<file path="src/rtl/i2c_bridge_pkg.sv">
`timescale 1ns/1ps
package i2c_bridge_pkg;

  // Bit-level protocol states of the slave engine.
  typedef enum logic [2:0] {
    ST_IDLE,
    ST_ADDR,
    ST_ADDR_ACK,
    ST_WR_DATA,
    ST_WR_ACK,
    ST_RD_DATA,
    ST_RD_ACK
  } slv_state_e;

  localparam int unsigned SLV_ADDR_BITS = 7;

endpackage

</file>
<file path="src/rtl/i2c_line_sync.sv">
`timescale 1ns/1ps
// Brings SCL/SDA into the clock domain and derives bus events.
module i2c_line_sync #(
  parameter int unsigned STAGES = 2
) (
  input  logic clk,
  input  logic rst_n,
  input  logic scl_i,
  input  logic sda_i,
  output logic sda_lvl_o,
  output logic scl_rise_o,
  output logic scl_fall_o,
  output logic start_o,
  output logic stop_o
);

  logic [STAGES-1:0] scl_ff;
  logic [STAGES-1:0] sda_ff;
  logic              scl_dly;
  logic              sda_dly;
  logic              scl_s;
  logic              sda_s;

  generate
    if (STAGES == 1) begin : g_single
      always_ff @(posedge clk or negedge rst_n) begin
        if (!rst_n) begin
          scl_ff <= '1;
          sda_ff <= '1;
        end else begin
          scl_ff[0] <= scl_i;
          sda_ff[0] <= sda_i;
        end
      end
    end else begin : g_chain
      always_ff @(posedge clk or negedge rst_n) begin
        if (!rst_n) begin
          scl_ff <= '1;
          sda_ff <= '1;
        end else begin
          scl_ff <= {scl_ff[STAGES-2:0], scl_i};
          sda_ff <= {sda_ff[STAGES-2:0], sda_i};
        end
      end
    end
  endgenerate

  always_ff @(posedge clk or negedge rst_n) begin
    if (!rst_n) begin
      scl_dly <= 1'b1;
      sda_dly <= 1'b1;
    end else begin
      scl_dly <= scl_s;
      sda_dly <= sda_s;
    end
  end

  always_comb begin
    scl_s      = scl_ff[STAGES-1];
    sda_s      = sda_ff[STAGES-1];
    sda_lvl_o  = sda_s;
    scl_rise_o = scl_s & ~scl_dly;
    scl_fall_o = ~scl_s & scl_dly;
    start_o    = scl_s & scl_dly & sda_dly & ~sda_s;
    stop_o     = scl_s & scl_dly & ~sda_dly & sda_s;
  end

endmodule

</file>
<file path="src/rtl/i2c_slave_fsm.sv">
`timescale 1ns/1ps
// Bit-level slave engine: address phase, acknowledges, byte shift in/out.
module i2c_slave_fsm
  import i2c_bridge_pkg::*;
#(
  parameter int unsigned DATA_W = 8
) (
  input  logic                     clk,
  input  logic                     rst_n,
  input  logic                     scl_rise_i,
  input  logic                     scl_fall_i,
  input  logic                     start_i,
  input  logic                     stop_i,
  input  logic                     sda_lvl_i,
  input  logic [SLV_ADDR_BITS-1:0] dev_addr_i,
  input  logic                     tx_load_i,
  input  logic [DATA_W-1:0]        tx_data_i,
  output logic                     sda_o,
  output logic                     sda_oe_n,
  output logic                     byte_vld_o,
  output logic                     byte_first_o,
  output logic [DATA_W-1:0]        byte_data_o,
  output logic                     fetch_o
);

  localparam int unsigned CNT_W    = $clog2(DATA_W + 1);
  localparam logic [CNT_W-1:0] FULL_CNT = CNT_W'(DATA_W);
  localparam logic [CNT_W-1:0] LAST_TX  = CNT_W'(DATA_W - 1);

  slv_state_e        state_q, state_n;
  logic [CNT_W-1:0]  bit_q, bit_n;
  logic [DATA_W-1:0] rx_q, rx_n;
  logic [DATA_W-1:0] tx_q, tx_n;
  logic              rw_q, rw_n;
  logic              first_q, first_n;
  logic              nack_q, nack_n;
  logic              vld_q, vld_n;
  logic              vfirst_q, vfirst_n;
  logic [DATA_W-1:0] vdata_q, vdata_n;
  logic              fetch_q, fetch_n;

  // Next-state logic.
  always_comb begin
    state_n  = state_q;
    bit_n    = bit_q;
    rx_n     = rx_q;
    tx_n     = tx_q;
    rw_n     = rw_q;
    first_n  = first_q;
    nack_n   = nack_q;
    vld_n    = 1'b0;
    vfirst_n = vfirst_q;
    vdata_n  = vdata_q;
    fetch_n  = 1'b0;

    if (tx_load_i) begin
      tx_n = tx_data_i;
    end

    if (start_i) begin
      state_n = ST_ADDR;
      bit_n   = '0;
    end else if (stop_i) begin
      state_n = ST_IDLE;
      bit_n   = '0;
    end else begin
      unique case (state_q)
        ST_IDLE: begin
          bit_n = '0;
        end
        ST_ADDR: begin
          if (scl_rise_i && (bit_q < FULL_CNT)) begin
            rx_n  = {rx_q[DATA_W-2:0], sda_lvl_i};
            bit_n = bit_q + CNT_W'(1);
          end else if (scl_fall_i && (bit_q == FULL_CNT)) begin
            if (rx_q[DATA_W-1:DATA_W-SLV_ADDR_BITS] == dev_addr_i) begin
              state_n = ST_ADDR_ACK;
              rw_n    = rx_q[0];
              fetch_n = rx_q[0];
            end else begin
              state_n = ST_IDLE;
            end
          end
        end
        ST_ADDR_ACK: begin
          if (scl_fall_i) begin
            bit_n = '0;
            if (rw_q) begin
              state_n = ST_RD_DATA;
            end else begin
              state_n = ST_WR_DATA;
              first_n = 1'b1;
            end
          end
        end
        ST_WR_DATA: begin
          if (scl_rise_i && (bit_q < FULL_CNT)) begin
            rx_n  = {rx_q[DATA_W-2:0], sda_lvl_i};
            bit_n = bit_q + CNT_W'(1);
          end else if (scl_fall_i && (bit_q == FULL_CNT)) begin
            vld_n    = 1'b1;
            vfirst_n = first_q;
            vdata_n  = rx_q;
            first_n  = 1'b0;
            state_n  = ST_WR_ACK;
          end
        end
        ST_WR_ACK: begin
          if (scl_fall_i) begin
            state_n = ST_WR_DATA;
            bit_n   = '0;
          end
        end
        ST_RD_DATA: begin
          if (scl_fall_i) begin
            if (bit_q == LAST_TX) begin
              state_n = ST_RD_ACK;
              bit_n   = '0;
            end else begin
              tx_n  = {tx_q[DATA_W-2:0], 1'b0};
              bit_n = bit_q + CNT_W'(1);
            end
          end
        end
        ST_RD_ACK: begin
          if (scl_rise_i) begin
            nack_n  = sda_lvl_i;
            fetch_n = ~sda_lvl_i;
          end else if (scl_fall_i) begin
            bit_n   = '0;
            state_n = nack_q ? ST_IDLE : ST_RD_DATA;
          end
        end
        default: begin
          state_n = ST_IDLE;
        end
      endcase
    end
  end

  // State registers.
  always_ff @(posedge clk or negedge rst_n) begin
    if (!rst_n) begin
      state_q  <= ST_IDLE;
      bit_q    <= '0;
      rx_q     <= '0;
      tx_q     <= '0;
      rw_q     <= 1'b0;
      first_q  <= 1'b0;
      nack_q   <= 1'b1;
      vld_q    <= 1'b0;
      vfirst_q <= 1'b0;
      vdata_q  <= '0;
      fetch_q  <= 1'b0;
    end else begin
      state_q  <= state_n;
      bit_q    <= bit_n;
      rx_q     <= rx_n;
      tx_q     <= tx_n;
      rw_q     <= rw_n;
      first_q  <= first_n;
      nack_q   <= nack_n;
      vld_q    <= vld_n;
      vfirst_q <= vfirst_n;
      vdata_q  <= vdata_n;
      fetch_q  <= fetch_n;
    end
  end

  always_comb begin
    sda_oe_n     = ~((state_q == ST_ADDR_ACK) || (state_q == ST_WR_ACK) ||
                     (state_q == ST_RD_DATA));
    sda_o        = (state_q == ST_RD_DATA) ? tx_q[DATA_W-1] : 1'b0;
    byte_vld_o   = vld_q;
    byte_first_o = vfirst_q;
    byte_data_o  = vdata_q;
    fetch_o      = fetch_q;
  end

  // a stop not accompanied by a start always lands in idle.
  a_r9_stop_to_idle: assert property (@(posedge clk) disable iff (!rst_n)
    (stop_i && !start_i) |=> (state_q == ST_IDLE));

  // a foreign address byte ends in idle without any fetch.
  a_r2_mismatch_quiet: assert property (@(posedge clk) disable iff (!rst_n)
    (state_q == ST_ADDR && scl_fall_i && !start_i && !stop_i && bit_q == FULL_CNT &&
     rx_q[DATA_W-1:DATA_W-SLV_ADDR_BITS] != dev_addr_i)
    |=> (state_q == ST_IDLE && !fetch_q));

  // each fetch request is a single pulse.
  a_r8_fetch_single: assert property (@(posedge clk) disable iff (!rst_n)
    fetch_q |=> !fetch_q);

endmodule

</file>
<file path="src/rtl/reg_bus_ctrl.sv">
`timescale 1ns/1ps
// Interprets received bytes and read requests as register bus accesses.
module reg_bus_ctrl #(
  parameter int unsigned DATA_W = 8
) (
  input  logic              clk,
  input  logic              rst_n,
  input  logic              byte_vld_i,
  input  logic              byte_first_i,
  input  logic [DATA_W-1:0] byte_data_i,
  input  logic              fetch_i,
  output logic [DATA_W-1:0] rb_addr_o,
  output logic [DATA_W-1:0] rb_wdata_o,
  output logic              rb_wr_o,
  output logic              rb_rd_o,
  output logic              rb_dir_o
);

  localparam logic [DATA_W-1:0] PREP_CODE = '0;

  logic [DATA_W-1:0] ptr_q, ptr_n;
  logic              prep_q, prep_n;
  logic [DATA_W-1:0] addr_q, addr_n;
  logic [DATA_W-1:0] wdata_q, wdata_n;
  logic              wr_q, wr_n;
  logic              rd_q, rd_n;
  logic              dir_q, dir_n;

  always_comb begin
    ptr_n   = ptr_q;
    prep_n  = prep_q;
    addr_n  = addr_q;
    wdata_n = wdata_q;
    wr_n    = 1'b0;
    rd_n    = 1'b0;
    dir_n   = dir_q;

    if (byte_vld_i) begin
      if (byte_first_i) begin
        if (byte_data_i == PREP_CODE) begin
          prep_n = 1'b1;
        end else begin
          ptr_n  = byte_data_i;
          prep_n = 1'b0;
        end
      end else if (prep_q) begin
        ptr_n  = byte_data_i;
        prep_n = 1'b0;
      end else begin
        wr_n    = 1'b1;
        addr_n  = ptr_q;
        wdata_n = byte_data_i;
        dir_n   = 1'b0;
        ptr_n   = ptr_q + DATA_W'(1);
      end
    end else if (fetch_i) begin
      rd_n   = 1'b1;
      addr_n = ptr_q;
      dir_n  = 1'b1;
      ptr_n  = ptr_q + DATA_W'(1);
    end
  end

  always_ff @(posedge clk or negedge rst_n) begin
    if (!rst_n) begin
      ptr_q   <= '0;
      prep_q  <= 1'b0;
      addr_q  <= '0;
      wdata_q <= '0;
      wr_q    <= 1'b0;
      rd_q    <= 1'b0;
      dir_q   <= 1'b0;
    end else begin
      ptr_q   <= ptr_n;
      prep_q  <= prep_n;
      addr_q  <= addr_n;
      wdata_q <= wdata_n;
      wr_q    <= wr_n;
      rd_q    <= rd_n;
      dir_q   <= dir_n;
    end
  end

  always_comb begin
    rb_addr_o  = addr_q;
    rb_wdata_o = wdata_q;
    rb_wr_o    = wr_q;
    rb_rd_o    = rd_q;
    rb_dir_o   = dir_q;
  end

  // a data byte outside preparation becomes a write at the pointer.
  a_r4_write_at_ptr: assert property (@(posedge clk) disable iff (!rst_n)
    (byte_vld_i && !byte_first_i && !prep_q)
    |=> (rb_wr_o && !rb_dir_o && rb_addr_o == $past(ptr_q)));

  // a zero first byte never produces a write strobe.
  a_r6_prep_no_write: assert property (@(posedge clk) disable iff (!rst_n)
    (byte_vld_i && byte_first_i && byte_data_i == PREP_CODE) |=> !rb_wr_o);

  // a fetch request becomes a read strobe on the next cycle.
  a_r7_fetch_reads: assert property (@(posedge clk) disable iff (!rst_n)
    (fetch_i && !byte_vld_i) |=> (rb_rd_o && rb_dir_o));

  // strobes exclusive and single-cycle.
  a_r10_strobe_excl: assert property (@(posedge clk) disable iff (!rst_n)
    !(rb_wr_o && rb_rd_o));
  a_r10_wr_single: assert property (@(posedge clk) disable iff (!rst_n)
    rb_wr_o |=> !rb_wr_o);
  a_r10_rd_single: assert property (@(posedge clk) disable iff (!rst_n)
    rb_rd_o |=> !rb_rd_o);

endmodule

</file>
<file path="src/rtl/i2c_reg_bridge.sv">
`timescale 1ns/1ps
// I2C slave bridging bus transfers to an 8-bit register bus.
module i2c_reg_bridge
  import i2c_bridge_pkg::*;
#(
  parameter int unsigned DATA_W      = 8,
  parameter int unsigned SYNC_STAGES = 2
) (
  input  logic                     clk,
  input  logic                     rst_n,
  input  logic [SLV_ADDR_BITS-1:0] dev_addr,
  input  logic                     scl_i,
  input  logic                     sda_i,
  output logic                     sda_o,
  output logic                     sda_oe_n,
  output logic [DATA_W-1:0]        rb_addr,
  output logic [DATA_W-1:0]        rb_wdata,
  output logic                     rb_wr,
  output logic                     rb_rd,
  output logic                     rb_dir,
  input  logic [DATA_W-1:0]        rb_rdata
);

  logic              sda_lvl;
  logic              scl_rise;
  logic              scl_fall;
  logic              start_evt;
  logic              stop_evt;
  logic              byte_vld;
  logic              byte_first;
  logic [DATA_W-1:0] byte_data;
  logic              fetch;

  i2c_line_sync #(
    .STAGES (SYNC_STAGES)
  ) u_sync (
    .clk        (clk),
    .rst_n      (rst_n),
    .scl_i      (scl_i),
    .sda_i      (sda_i),
    .sda_lvl_o  (sda_lvl),
    .scl_rise_o (scl_rise),
    .scl_fall_o (scl_fall),
    .start_o    (start_evt),
    .stop_o     (stop_evt)
  );

  i2c_slave_fsm #(
    .DATA_W (DATA_W)
  ) u_fsm (
    .clk          (clk),
    .rst_n        (rst_n),
    .scl_rise_i   (scl_rise),
    .scl_fall_i   (scl_fall),
    .start_i      (start_evt),
    .stop_i       (stop_evt),
    .sda_lvl_i    (sda_lvl),
    .dev_addr_i   (dev_addr),
    .tx_load_i    (rb_rd),
    .tx_data_i    (rb_rdata),
    .sda_o        (sda_o),
    .sda_oe_n     (sda_oe_n),
    .byte_vld_o   (byte_vld),
    .byte_first_o (byte_first),
    .byte_data_o  (byte_data),
    .fetch_o      (fetch)
  );

  reg_bus_ctrl #(
    .DATA_W (DATA_W)
  ) u_ctrl (
    .clk          (clk),
    .rst_n        (rst_n),
    .byte_vld_i   (byte_vld),
    .byte_first_i (byte_first),
    .byte_data_i  (byte_data),
    .fetch_i      (fetch),
    .rb_addr_o    (rb_addr),
    .rb_wdata_o   (rb_wdata),
    .rb_wr_o      (rb_wr),
    .rb_rd_o      (rb_rd),
    .rb_dir_o     (rb_dir)
  );

endmodule

</file>
<file path="config.mk">
export PLATFORM = sky130hd
export DESIGN_NAME = i2c_reg_bridge
export DESIGN_NICKNAME = d
export VERILOG_FILES = /design/src/rtl/i2c_bridge_pkg.sv /design/src/rtl/i2c_line_sync.sv /design/src/rtl/i2c_slave_fsm.sv /design/src/rtl/reg_bus_ctrl.sv /design/src/rtl/i2c_reg_bridge.sv
export SDC_FILE = /design/constraint.sdc
export NUM_CORES = 1
export LEC_CHECK = 0
export BUFFER_PORTS_ARGS = -buffer_cell sky130_fd_sc_hd__buf_4
export CORE_ASPECT_RATIO = 1.1
export CORE_MARGIN = 1.5
export CORE_UTILIZATION = 44
export CTS_BUF_LIST = sky130_fd_sc_hd__clkbuf_16
export DETAILED_ROUTE_END_ITERATION = 7
export PLACE_DENSITY = 0.68
export SYNTH_ARGS = -nofsm -noshare
export SYNTH_HDL_FRONTEND = slang
export SYNTH_HIERARCHICAL = 1
export SYNTH_SLANG_ARGS = --single-unit
</file>
<file path="constraint.sdc">
create_clock -name clk -period 2.2 [get_ports clk]
set_input_delay 0.11 -clock clk [delete_from_list [all_inputs] [get_ports clk]]
set_output_delay 0.11 -clock clk [all_outputs]
set_load 0.01 [all_outputs]
</file>
==> results of run 1 <==
-- sequential cells by signal, summed over array words and instances, names as in the netlist --
name / cells
u_fsm/bit_q: 4
u_ctrl/rb_addr_o: 8
u_ctrl/rb_rd_o: 1
u_fsm/rw_q: 1
u_fsm/fetch_o: 1
u_ctrl/rb_dir_o: 1
u_fsm/nack_q: 1
u_fsm/byte_data_o: 8
u_fsm/state_q: 3
u_fsm/rx_q: 8
u_fsm/tx_q: 8
u_ctrl/rb_wr_o: 1
u_fsm/byte_first_o: 1
u_fsm/byte_vld_o: 1
u_ctrl/prep_q: 1
u_sync/sda_ff: 2
u_fsm/first_q: 1
u_sync/scl_dly: 1
u_ctrl/rb_wdata_o: 8
u_ctrl/ptr_q: 8
u_sync/sda_dly: 1
u_sync/scl_ff: 2
-- kinds of logic (layout without fill, tap and decap cells) --
family	after synthesis	after routing
AND/OR/NAND/NOR	100	100
flip-flops	71	71
AO/OA/AOI/OAI	56	56
multiplexers	43	43
buffers and inverters	18	75
XOR/XNOR	7	7
adder cells (fa/ha/maj)	3	3
-- final timing paths --
path | to | from | slack, ps
max | u_fsm/state_q[1]$_DFFE_PN0P_ | u_sync/sda_ff[1]$_DFF_PN1_ | 120
min | u_fsm/tx_q[0]$_DFF_PN0_ | rb_rdata[0] | 40
max reg2reg | u_fsm/state_q[1]$_DFFE_PN0P_ | u_sync/sda_ff[1]$_DFF_PN1_ | 120
min reg2reg | u_sync/sda_ff[1]$_DFF_PN1_ | u_sync/sda_ff[0]$_DFF_PN1_ | 350
max in group asynchronous | u_fsm/rx_q[6]$_DFFE_PN0P_ | rst_n | 1180
min in group asynchronous | u_ctrl/rb_addr_o[2]$_DFFE_PN0P_ | rst_n | 430
-- layout by cell type (no fill, tap or decap), types with 7 or more instances in the layout --
master / instances
nor2_1: 16
dfrtp_1: 64
inv_1: 8
nor2b_1: 7
a21oi_1: 7
mux2i_1: 8
mux2_2: 35
nand2_1: 26
clkbuf_16: 9
nand3_1: 8
xnor2_1: 7
dfstp_2: 7
o21ai_0: 22
buf_4: 47
-- area by class of cell --
type,instances,share of cell area
multi-input cells,209,0.370
clock buffers,9,0.0525
flip-flops and latches,71,0.416
inverters,8,0.00700
clock inverters,7,0.0297
repair buffers,51,0.0939
well taps,105,0.0306
-- worst max-delay path: cells and delay by family (launching register included) --
kind | cells | cell delay [ps]
simple gates | 4 | 750
compound gates | 1 | 450
flops | 1 | 570
buf+inv | 1 | 160
-- routing by layer --
metal  routed length [um]  vias to the layer above
li1                     -                     1181
met1                 2950                     1177
met2                 3480                       43
met3                  154                       11
met4                  131                        0
met5                    0                        -
-- power by group through the flow --
stage	registers (mW)	clock network [mW]	logic, mW
final	1.75	1.69	0.857
after global routing	1.79	1.79	0.981
after CTS	1.75	1.74	0.870
after detailed placement	1.77	0	0.861
after global placement	1.76	0	0.834
after floorplan	1.66	0	0.682
==> metrics.sh, run 1 <==
OUTCOME='finished clean'
FINAL_CELL_COUNT_NO_FILL=460
TIMING.MAX_CAP.VIOLATIONS=0
SIMPLE_GATE_SHARE_OF_THE_SYNTHESIZED_AREA=0.185
MAIN_COMBINATIONAL_CELL_FAMILY_BY_AREA_AFTER_SYNTHESIS='simple AND/OR/NAND/NOR gates'
TIMING.SETUP.TNS_PS=0
DRTPASS1ITERATIONS=4
START_KIND='flip-flop'
DRT-VIAS-PER-INSTANCE=5.24
SYNTH_AREA_SQ_MM=0.00347
SKEW_PS=5.02
CTS_SINKS=71
WIRE_LENGTH_OF_THE_FIRST_GLOBAL_ROUTING_PASS_UM=11600
POST_SYNTH_MAIN_AREA_CONTRIBUTORS='dfrtp_1, mux2_2, dfstp_2'
WL_PER_CELL_UM=14.6
POSTSYNTH.ASYNCRESETSHARE=1.00
SYNTH.MUX.AREA_FRACTION=0.137
MAPPEDNETLISTNETS=320
GR-TOTAL-OVERFLOW=0
GP_ROUTABILITY_CONGESTION=0.848
REPORT.FINAL.HOLD_VIOL_COUNT=0
COMB_POWER_SHARE=0.199
GLOBAL_ROUTE.USAGE.MET1=0.225
PLACE.DETAILED.INSTANCES=441
WORST_HOLD_SLACK_PS=38.5
SYNTH-MAIN-FF-CELL='dfrtp_1'
SYNTH_CELL_TYPE_COUNT=67
MAXIMUM_NUMBER_OF_PINS_ON_ONE_NET_BEFORE_GLOBAL_ROUTE_REPAIR=72
FINAL_ANTENNA_NET_COUNT=0
CP_SLOWEST_CELL='dfstp_2'
POST_SYNTH_INST_COUNT=298
NUM_ROWS=33
P_INT_mW=3.08
BUSIEST_LAYER='met2'
FINAL_LAYOUT_SIZE_SUFFIX_GT1_FRAC=0.349
CTS_TREE='built'
SYN_TO_FINAL_GROWTH_PCT=23.8
RSZ0062_AT_GRT='false'
HTREEDEPTH=3
DRTITER0DRC=125
NUM-NETS-FINAL=372
SYNTH.TOP_CELLS.BY_COUNT='dfrtp_1, mux2_2, nand2_1, o21ai_0, nor2_1'
TIMING.CRITICAL_PATH.SLOWEST_CELL_DELAY_PS=570
TRACK_USAGE=0.182
WL_UM=6710
GRT.MET3_USAGE=0.0369
NUMCTSBUFFERS=9
FLOORPLAN.CORE_AREA_SQ_MM=0.00756
SYNTHESIZED_AREA_FRACTION_OCCUPIED_BY_AO_OA_AOI_AND_OAI_CELLS=0.108
QUANTITY_OF_I_O_BUFFERS_INSERTED_ON_PORTS=39
SYNTHMOSTINSTANTIATEDCELL='dfrtp_1'
DIE_H_UM=96.1
ROOT_BUFFER='clkbuf_16'
HOLDBUFCOUNTCTS=3
FINAL_MAX_SLEW_VIOL_COUNT=0
LAYOUT.FILLER_CELLS=647
PRE_CTS_SLACK_PS=140
DESIGN.DIE.AREA_SQ_MM=0.00842
CLK_TRANSITION_REPORTED_PATHS_PS=60
SWITCHING_POWER_mW=1.22
YOSYS_WARNINGS=6
SYNTH_TOP_AREA_SHARE=0.462
AVERAGE_SIZE_OF_A_MAPPED_CELL_SQ_UM=11.6
YOSYSSEQAREASHARE=0.515
GRT_PASS1_VIAS=2407
YOSYSTOPAREACELL='dfrtp_1'
LEAKAGEPOWER_nW=1.96
CLOCK_LATENCY_PS=330
ARRIVAL_PS=2260
DESIGN_AREA_SQ_MM=0.00429
CLOCK_PATH_BUFFERS=2
N_ANTENNA_CELL=0
CRIT_PATH_CELL_TRACE='and4b_1 > nor2_4 > nand4b_4 > nand3_1 > buf_4 > o41ai_1'
TOTAL_NUMBER_OF_VIAS=2412
PLACED_AREA_SQ_MM=0.00391
SYNTH-XOR-AREA-SHARE=0.0177
POST_CTS.REPAIR.SETUP_BUFFERS=0
YOSYS.AREA_SHARE.ADDER=0.0108
CRIT_PATH_MAX_FANOUT=6
FINALSETUPVIOLCOUNT=0
CELLPOWERDENSITY_mW_PER_MM2=1000
POWER_FRAC_SEQ=0.407
TIMING.FINAL.WS_SETUP_PS=123
WORST_HOLD_PATH_TYPE='input port to flip-flop'
CLKPWRFRAC=0.393
DIE_WIDTH_UM=87.6
FINAL_UTIL=0.568
CTS-RESIZED-GATES=0
IR_WORST_VDD_uV=507
MIN_DELAY_PATH_DEPTH=3
MAXSLEWHEADROOM=0.416
WORST-SLEW-PIN-TRANSITION_PS=876
SEQ_CELL_AREA_SQ_MM=0.00179
POWER_SWITCHING_SHARE=0.283
POST-ROUTE-MIN-PERIOD_PS=2080
TIMING.CRITICAL_PATH.TO_TYPE='flip-flop'
MULTI_INPUT_AREA_SQ_MM=0.00159
MAXCLOCKFREQUENCY_MHz=482
SYNTH-EDFF-COUNT=0
INITIAL_CORE_UTIL=0.459
WORSTPATHREQUIRED_PS=2380
CRITICAL_PATH_CLASS='flip-flop to flip-flop'
ANTENNA_FOUND_INITIAL=0
SHARE_OF_THE_CYCLE_NEEDED_BY_THE_CRITICAL_PATH_AFTER_ROUTING=0.944
OVERALL_POWER_mW=4.30
PATH_DEPTH_OF_THE_WORST_REG2REG_PATH=6
DPL.HPWL_UM=4760
MET2_USAGE=0.307
DRT_DRC_VIOLATIONS_LEFT=0
SYNTH.FF_LATCH_COUNT=71
BOUNDARYPINS=40
Power figures use the tool's default switching activity.
==> inputs of run 2 (changes only) <==
- GPL_TIMING_DRIVEN: unset -> 0
==> run 2 against run 1 <==
  * Cell count up 0.65%
  * Critical path type unchanged
  * Via count up 0.41%
  * Maximum frequency up 0.88%
  * Largest power group unchanged
  * Register-to-register slack better by 20 ps
  * Non-clock buffer count up 3
  * Critical endpoint is now u_fsm/fetch_o$_DFF_PN0_
==> metrics.sh, run 2 (synthesis results as in run 1) <==
MAXSLEWHEADROOM=0.414
SKEW_PS=5.08
MIN_DELAY_PATH_DEPTH=3
FINAL_LAYOUT_SIZE_SUFFIX_GT1_FRAC=0.355
QUANTITY_OF_I_O_BUFFERS_INSERTED_ON_PORTS=39
N_ANTENNA_CELL=0
MOSTFREQUENTLAYOUTCELLS='dfrtp_1, buf_4, mux2_2, nand2_1, o21ai_0'
SHARE_OF_THE_CYCLE_NEEDED_BY_THE_CRITICAL_PATH_AFTER_ROUTING=0.936
TOTAL_NUMBER_OF_VIAS=2422
CRITICAL_PATH_CLASS='flip-flop to flip-flop'
DESIGN.DIE.AREA_SQ_MM=0.00842
CTS_TREE='built'
REG2REG_FROM='u_sync/sda_ff[1]$_DFF_PN1_'
CRITICAL-PATH-TOP-DELAY-FAMILY='simple AND/OR/NAND/NOR gates'
GP_ROUTABILITY_CONGESTION=0.886
LAYOUT.FILLER_CELLS=658
CRIT_PATH_CELL_TRACE='and4b_2 > or2_1 > or2_1 > nor4_2 > nand2_1 > o21ai_0'
CLOCK_PATH_BUFFERS=2
REPORT.FINAL.HOLD_VIOL_COUNT=0
CLOCK_LATENCY_PS=330
MIN_FROM='rb_rdata[0]'
TIMING.MAX_CAP.VIOLATIONS=0
NUM_ROWS=33
FINALSETUPVIOLCOUNT=0
START_KIND='flip-flop'
GRT_PASS1_VIAS=2429
MAXIMUM_NUMBER_OF_PINS_ON_ONE_NET_BEFORE_GLOBAL_ROUTE_REPAIR=72
PATH_DEPTH_OF_THE_WORST_REG2REG_PATH=6
FLOORPLAN.CORE_AREA_SQ_MM=0.00756
WORSTPATHREQUIRED_PS=2430
DRT-VIAS-PER-INSTANCE=5.23
LAYOUT_COMMONEST_CELL='dfrtp_1'
LEAKAGEPOWER_nW=1.93
INITIAL_CORE_UTIL=0.459
DESIGN_AREA_SQ_MM=0.00425
WIRE_LENGTH_OF_THE_FIRST_GLOBAL_ROUTING_PASS_UM=11700
CTS_SINKS=71
POWER_SWITCHING_SHARE=0.297
OVERALL_POWER_mW=4.00
TIMING.FINAL.WS_SETUP_PS=142
SYN_TO_FINAL_GROWTH_PCT=22.6
ANTENNA_FOUND_INITIAL=0
CP_COMMON_CELL='or2_1'
MAXCLOCKFREQUENCY_MHz=486
POST-ROUTE-MIN-PERIOD_PS=2060
SWITCHING_POWER_mW=1.19
GR-TOTAL-OVERFLOW=0
WL_UM=6670
PLACED_AREA_SQ_MM=0.00389
NUMCTSBUFFERS=9
BOUNDARYPINS=40
WORST_HOLD_SLACK_PS=28.6
DRT_DRC_VIOLATIONS_LEFT=0
ARRIVAL_PS=2290
COMB_POWER_SHARE=0.217
HOLD_PATH_END='u_fsm/tx_q[0]$_DFF_PN0_'
POWER_FRAC_SEQ=0.425
CLK_TRANSITION_REPORTED_PATHS_PS=60
CRIT_PATH_MAX_FANOUT=6
DRTPASS1ITERATIONS=4
TIMING.CRITICAL_PATH.TO_TYPE='flip-flop'
SETUP.REG_TO_REG.WORST_SLACK_PS=140
WL_PER_CELL_UM=14.4
DPL.HPWL_UM=4700
PRE_CTS_SLACK_PS=-16.4
HTREEDEPTH=3
CLKPWRFRAC=0.358
DRTITER0DRC=128
TIMING.CRITICAL_PATH.SLOWEST_CELL_DELAY_PS=570
CP_SLOWEST_CELL='dfstp_2'
DIE_WIDTH_UM=87.6
FINAL_MAX_SLEW_VIOL_COUNT=0
IR_WORST_VDD_uV=516
P_INT_mW=2.81
OUTCOME='finished clean'
WORST-SLEW-PIN-TRANSITION_PS=880
FINAL_UTIL=0.563
TRACK_USAGE=0.182
ROOT_BUFFER='clkbuf_16'
FINAL_ANTENNA_NET_COUNT=0
DIE_H_UM=96.1
NUM-NETS-FINAL=375
CRITICAL_PATH.N_BUFFERS_INVERTERS=0
RSZ0062_AT_GRT='false'
CELLPOWERDENSITY_mW_PER_MM2=940
R2R-END='u_fsm/fetch_o$_DFF_PN0_'
WORST_HOLD_PATH_TYPE='input port to flip-flop'
-- run 2: changes by cell type in the layout (fill, tap and decap cells not counted), sizes merged --
cell and change:
buf +2, clkinvlp +4, clkbuf +1, inv -2, bufinv -2
-- run 2: how the worst max path moves through the flow --
| stage | from | to | slack [ps] | cells past startpoint |
|---|---|---|---|---|
| after floorplan | u_sync/sda_ff[1]$_DFF_PN1_ | u_fsm/byte_data_o[0]$_DFFE_PN0P_ | 250 | 5 |
| after global placement | u_sync/sda_ff[1]$_DFF_PN1_ | u_fsm/byte_data_o[4]$_DFFE_PN0P_ | 40 | 5 |
| after detailed placement | u_sync/sda_ff[1]$_DFF_PN1_ | u_fsm/byte_data_o[0]$_DFFE_PN0P_ | -20 | 5 |
| after CTS | u_sync/scl_dly$_DFF_PN1_ | u_fsm/state_q[0]$_DFFE_PN0P_ | 20 | 6 |
| after global routing | u_sync/sda_ff[1]$_DFF_PN1_ | u_fsm/fetch_o$_DFF_PN0_ | 20 | 6 |
| final | u_sync/sda_ff[1]$_DFF_PN1_ | u_fsm/fetch_o$_DFF_PN0_ | 140 | 6 |
-- run 2: metrics by stage --
stage | setup TNS, ps | cells
global route | 0 | 463
floorplan | 0 | 298
global placement | 0 | 442
finish | 0 | 463
detailed placement | -91.2 | 442
CTS | 0 | 462
-- run 2: power by group through the flow --
stage / Combinational [mW] / Clock (mW) / Sequential (mW)
5_1_grt: 0.994 / 1.53 / 1.73
3_3_place_gp: 0.845 / 0 / 1.71
4_1_cts: 0.871 / 1.47 / 1.70
6_report: 0.866 / 1.43 / 1.70
2_1_floorplan: 0.682 / 0 / 1.66
3_5_place_dp: 0.864 / 0 / 1.72
-- run 2: layer usage --
metal / global-route usage / vias to the layer above / part of all wire
met2: 0.301 / 39 / 0.50
met3: 0.0446 / 6 / 0.029
met5: 0 / - / 0
met4: 0.0701 / 0 / 0.012
li1: - / 1189 / -
met1: 0.231 / 1188 / 0.46
-- run 2: cell type report --
type | count | area (sq um) | area share
sequential | 71 | 1790 | 0.420
multi-input combinational | 209 | 1600 | 0.375
timing repair buffer | 44 | 350 | 0.0824
clock buffer | 9 | 225 | 0.0530
tap | 105 | 131 | 0.0309
clock inverter | 7 | 72.6 | 0.0171
buffer | 10 | 61.3 | 0.0144
inverter | 8 | 30.0 | 0.00706
-- run 2: timing repair --
action,4_1_cts,5_1_grt
setup buffers,1,1
pin swaps,1,1
endpoints found under the setup margin,2,4
resized for setup,0,3
hold buffers,3,0
hold endpoints to repair,66,0
-- run 2: worst register-to-register path, delay by kind of cell (launching register included) --
kind	cells	cell delay [ps]
AND/OR/NAND/NOR	5	1280
AO/OA/AOI/OAI	1	110
flip-flops	1	570
==> inputs of run 3 (changes only) <==
==> constraint.sdc (replaced) <==
create_clock -name clk -period 2.2 [get_ports clk]
set_input_delay 0 -clock clk [delete_from_list [all_inputs] [get_ports clk]]
set_output_delay 0 -clock clk [all_outputs]
set_load 0.01 [all_outputs]
==> run 3 against run 2 <==
  * Setup slack got worse by 4.5 ps
  * Die area unchanged
  * Wire length decreased by 0.42%
  * Sequential share of layout area decreased by 0.78 points
  * Clock power about the same
  * Global-route usage increased by 0.18 points
  * Clock skew decreased by 0.79 ps
  * Critical path type unchanged
  * Via count increased by 1.2%
  * Largest power group unchanged
  * Combinational power increased by 1%
  * Flip-flop and latch count unchanged
  * Design area increased by 1.9%
==> metrics.sh, run 3 (synthesis results as in run 1) <==
FINAL_LAYOUT_SIZE_SUFFIX_GT1_FRAC=0.347
FINAL_CELL_COUNT_NO_FILL=471
PATH_DEPTH_OF_THE_WORST_REG2REG_PATH=6
CLOCK_LATENCY_PS=330
CRIT_PATH_CELL_TRACE='and4b_2 > or2_1 > or2_1 > nor4_2 > nand2_1 > o21ai_0'
TOTAL_NUMBER_OF_VIAS=2451
CTS_TREE='built'
FLOORPLAN.CORE_AREA_SQ_MM=0.00756
TIMING.SETUP.TNS_PS=0
SWITCHING_POWER_mW=1.19
DIE_WIDTH_UM=87.6
WL_PER_CELL_UM=14.1
DRTITER0DRC=108
CRITICAL_PATH_CLASS='flip-flop to flip-flop'
N_ANTENNA_CELL=0
NUM-NETS-FINAL=383
REG2REG_FROM='u_sync/sda_ff[1]$_DFF_PN1_'
ROOT_BUFFER='clkbuf_16'
DRTPASS1ITERATIONS=4
CLK_TRANSITION_REPORTED_PATHS_PS=60
NUM_ROWS=33
WORSTSETUPENDPOINT='u_fsm/fetch_o$_DFF_PN0_'
CP_SLOWEST_CELL='dfstp_2'
FINAL_UTIL=0.573
R2R-END='u_fsm/fetch_o$_DFF_PN0_'
SETUP.REG_TO_REG.WORST_SLACK_PS=140
LAYOUT_COMMONEST_CELL='dfrtp_1'
WIRE_LENGTH_OF_THE_FIRST_GLOBAL_ROUTING_PASS_UM=11800
IR_WORST_VDD_uV=516
MAXCLOCKFREQUENCY_MHz=485
FINALSETUPVIOLCOUNT=0
CRITICAL_PATH.N_BUFFERS_INVERTERS=0
NUMBER_OF_GATES_ON_THE_WORST_PATH_WITH_BUFFERS_COUNTED=6
WL_UM=6650
SYN_TO_FINAL_GROWTH_PCT=24.9
WORSTPATHREQUIRED_PS=2430
PLACE.DETAILED.INSTANCES=442
CELLPOWERDENSITY_mW_PER_MM2=925
GP_ROUTABILITY_CONGESTION=0.886
REPORT.FINAL.HOLD_VIOL_COUNT=0
HTREEDEPTH=3
GRT_PASS1_VIAS=2451
TRACK_USAGE=0.184
LEAKAGEPOWER_nW=1.96
RSZ0062_AT_GRT='false'
DRT-VIAS-PER-INSTANCE=5.20
TIMING.MAX_CAP.VIOLATIONS=0
DPL.HPWL_UM=4700
CTS_SINKS=71
FINAL_ANTENNA_NET_COUNT=0
STARTPOINT='u_sync/sda_ff[1]$_DFF_PN1_'
CP_COMMON_CELL='or2_1'
DIE_H_UM=96.1
POST-ROUTE-MIN-PERIOD_PS=2060
TIMING.CRITICAL_PATH.SLOWEST_CELL_DELAY_PS=570
MAXSLEWHEADROOM=0.416
COMB_POWER_SHARE=0.219
SKEW_PS=4.30
FINAL_MAX_SLEW_VIOL_COUNT=0
CRITICAL-PATH-TOP-DELAY-FAMILY='simple AND/OR/NAND/NOR gates'
WORST_HOLD_SLACK_PS=159
TIMING.CRITICAL_PATH.TO_TYPE='flip-flop'
GRT.MET3_USAGE=0.0446
WORST-SLEW-PIN-TRANSITION_PS=875
NUMCTSBUFFERS=9
START_KIND='flip-flop'
DESIGN.DIE.AREA_SQ_MM=0.00842
CLKPWRFRAC=0.357
CRIT_PATH_MAX_FANOUT=6
GLOBAL_ROUTE.USAGE.MET1=0.234
ARRIVAL_PS=2290
GR-TOTAL-OVERFLOW=0
POWER_FRAC_SEQ=0.424
CLOCK_PATH_BUFFERS=2
WORST_HOLD_PATH_TYPE='input port to flip-flop'
P_INT_mW=2.82
MAXIMUM_NUMBER_OF_PINS_ON_ONE_NET_BEFORE_GLOBAL_ROUTE_REPAIR=72
DESIGN_AREA_SQ_MM=0.00433
MET2_USAGE=0.304
QUANTITY_OF_I_O_BUFFERS_INSERTED_ON_PORTS=39
POWER_SWITCHING_SHARE=0.296
BOUNDARYPINS=40
ANTENNA_FOUND_INITIAL=0
MOSTFREQUENTLAYOUTCELLS='dfrtp_1, buf_4, mux2_2, nand2_1, o21ai_0'
SHARE_OF_THE_CYCLE_NEEDED_BY_THE_CRITICAL_PATH_AFTER_ROUTING=0.938
DRT_DRC_VIOLATIONS_LEFT=0
OUTCOME='finished clean'
INITIAL_CORE_UTIL=0.459
PLACED_AREA_SQ_MM=0.00389
BUSIEST_LAYER='met2'
## run 3: cell count changes in the layout (fill, tap and decap cells not counted), sizes merged
cell / change
dlygate4sd3: +8
## run 3: how the worst min path moves through the flow
stage,startpoint,endpoint,cells past startpoint
2_1_floorplan,rst_n,u_ctrl/prep_q$_DFFE_PN0P_,0
5_1_grt,dev_addr[5],u_fsm/rw_q$_DFFE_PN0P_,5
3_5_place_dp,sda_i,u_sync/sda_ff[0]$_DFF_PN1_,1
6_report,dev_addr[5],u_fsm/rw_q$_DFFE_PN0P_,5
4_1_cts,dev_addr[5],u_fsm/rw_q$_DFFE_PN0P_,5
3_3_place_gp,sda_i,u_sync/sda_ff[0]$_DFF_PN1_,1
## run 3: per-layer routing
layer,up-vias,wire length (um)
met2,45,3340
met3,8,206
met4,0,87
met5,-,0
met1,1195,3010
li1,1203,-
## run 3: layout make-up
cell class                      instances  area [sq um]
Buffer                                 10          61.3
Clock buffer                            9           225
Inverter                                8          30.0
Timing Repair Buffer                   52           430
Tap cell                              105           131
Fill cell                             649          3220
Multi-Input combinational cell        209          1600
Clock inverter                          7          72.6
Sequential cell                        71          1790
## run 3: power by group through the flow
stage | clock [mW] | combinational (mW) | sequential, mW
after floorplan | 0 | 0.682 | 1.66
after global placement | 0 | 0.845 | 1.71
after detailed placement | 0 | 0.864 | 1.72
after CTS | 1.47 | 0.883 | 1.70
after global routing | 1.53 | 1.01 | 1.73
final | 1.43 | 0.878 | 1.70
## run 3: repair_timing
action / CTS / global route
pin swaps: 1 / 1
hold endpoints to repair: 74 / 0
setup endpoints to repair: 2 / 4
hold buffers: 11 / 0
resized for setup: 0 / 3
buffers inserted: 1 / 1
## run 3: per-stage QoR
| step | worst slack (ps) | total power, mW |
|---|---|---|
| after global placement | 35.2 | 2.56 |
| after detailed placement | -16.4 | 2.58 |
| final | 137 | 4.01 |
| after CTS | 23.4 | 4.05 |
| after global routing | 19.5 | 4.26 |
| after floorplan | 254 | 2.34 |
## run 3: tightest hold or removal path, stage by stage
cell,delay (ps)
buf_4,80
xnor2_1,60
nand2_1,90
nor4_2,60
o21ai_0,150
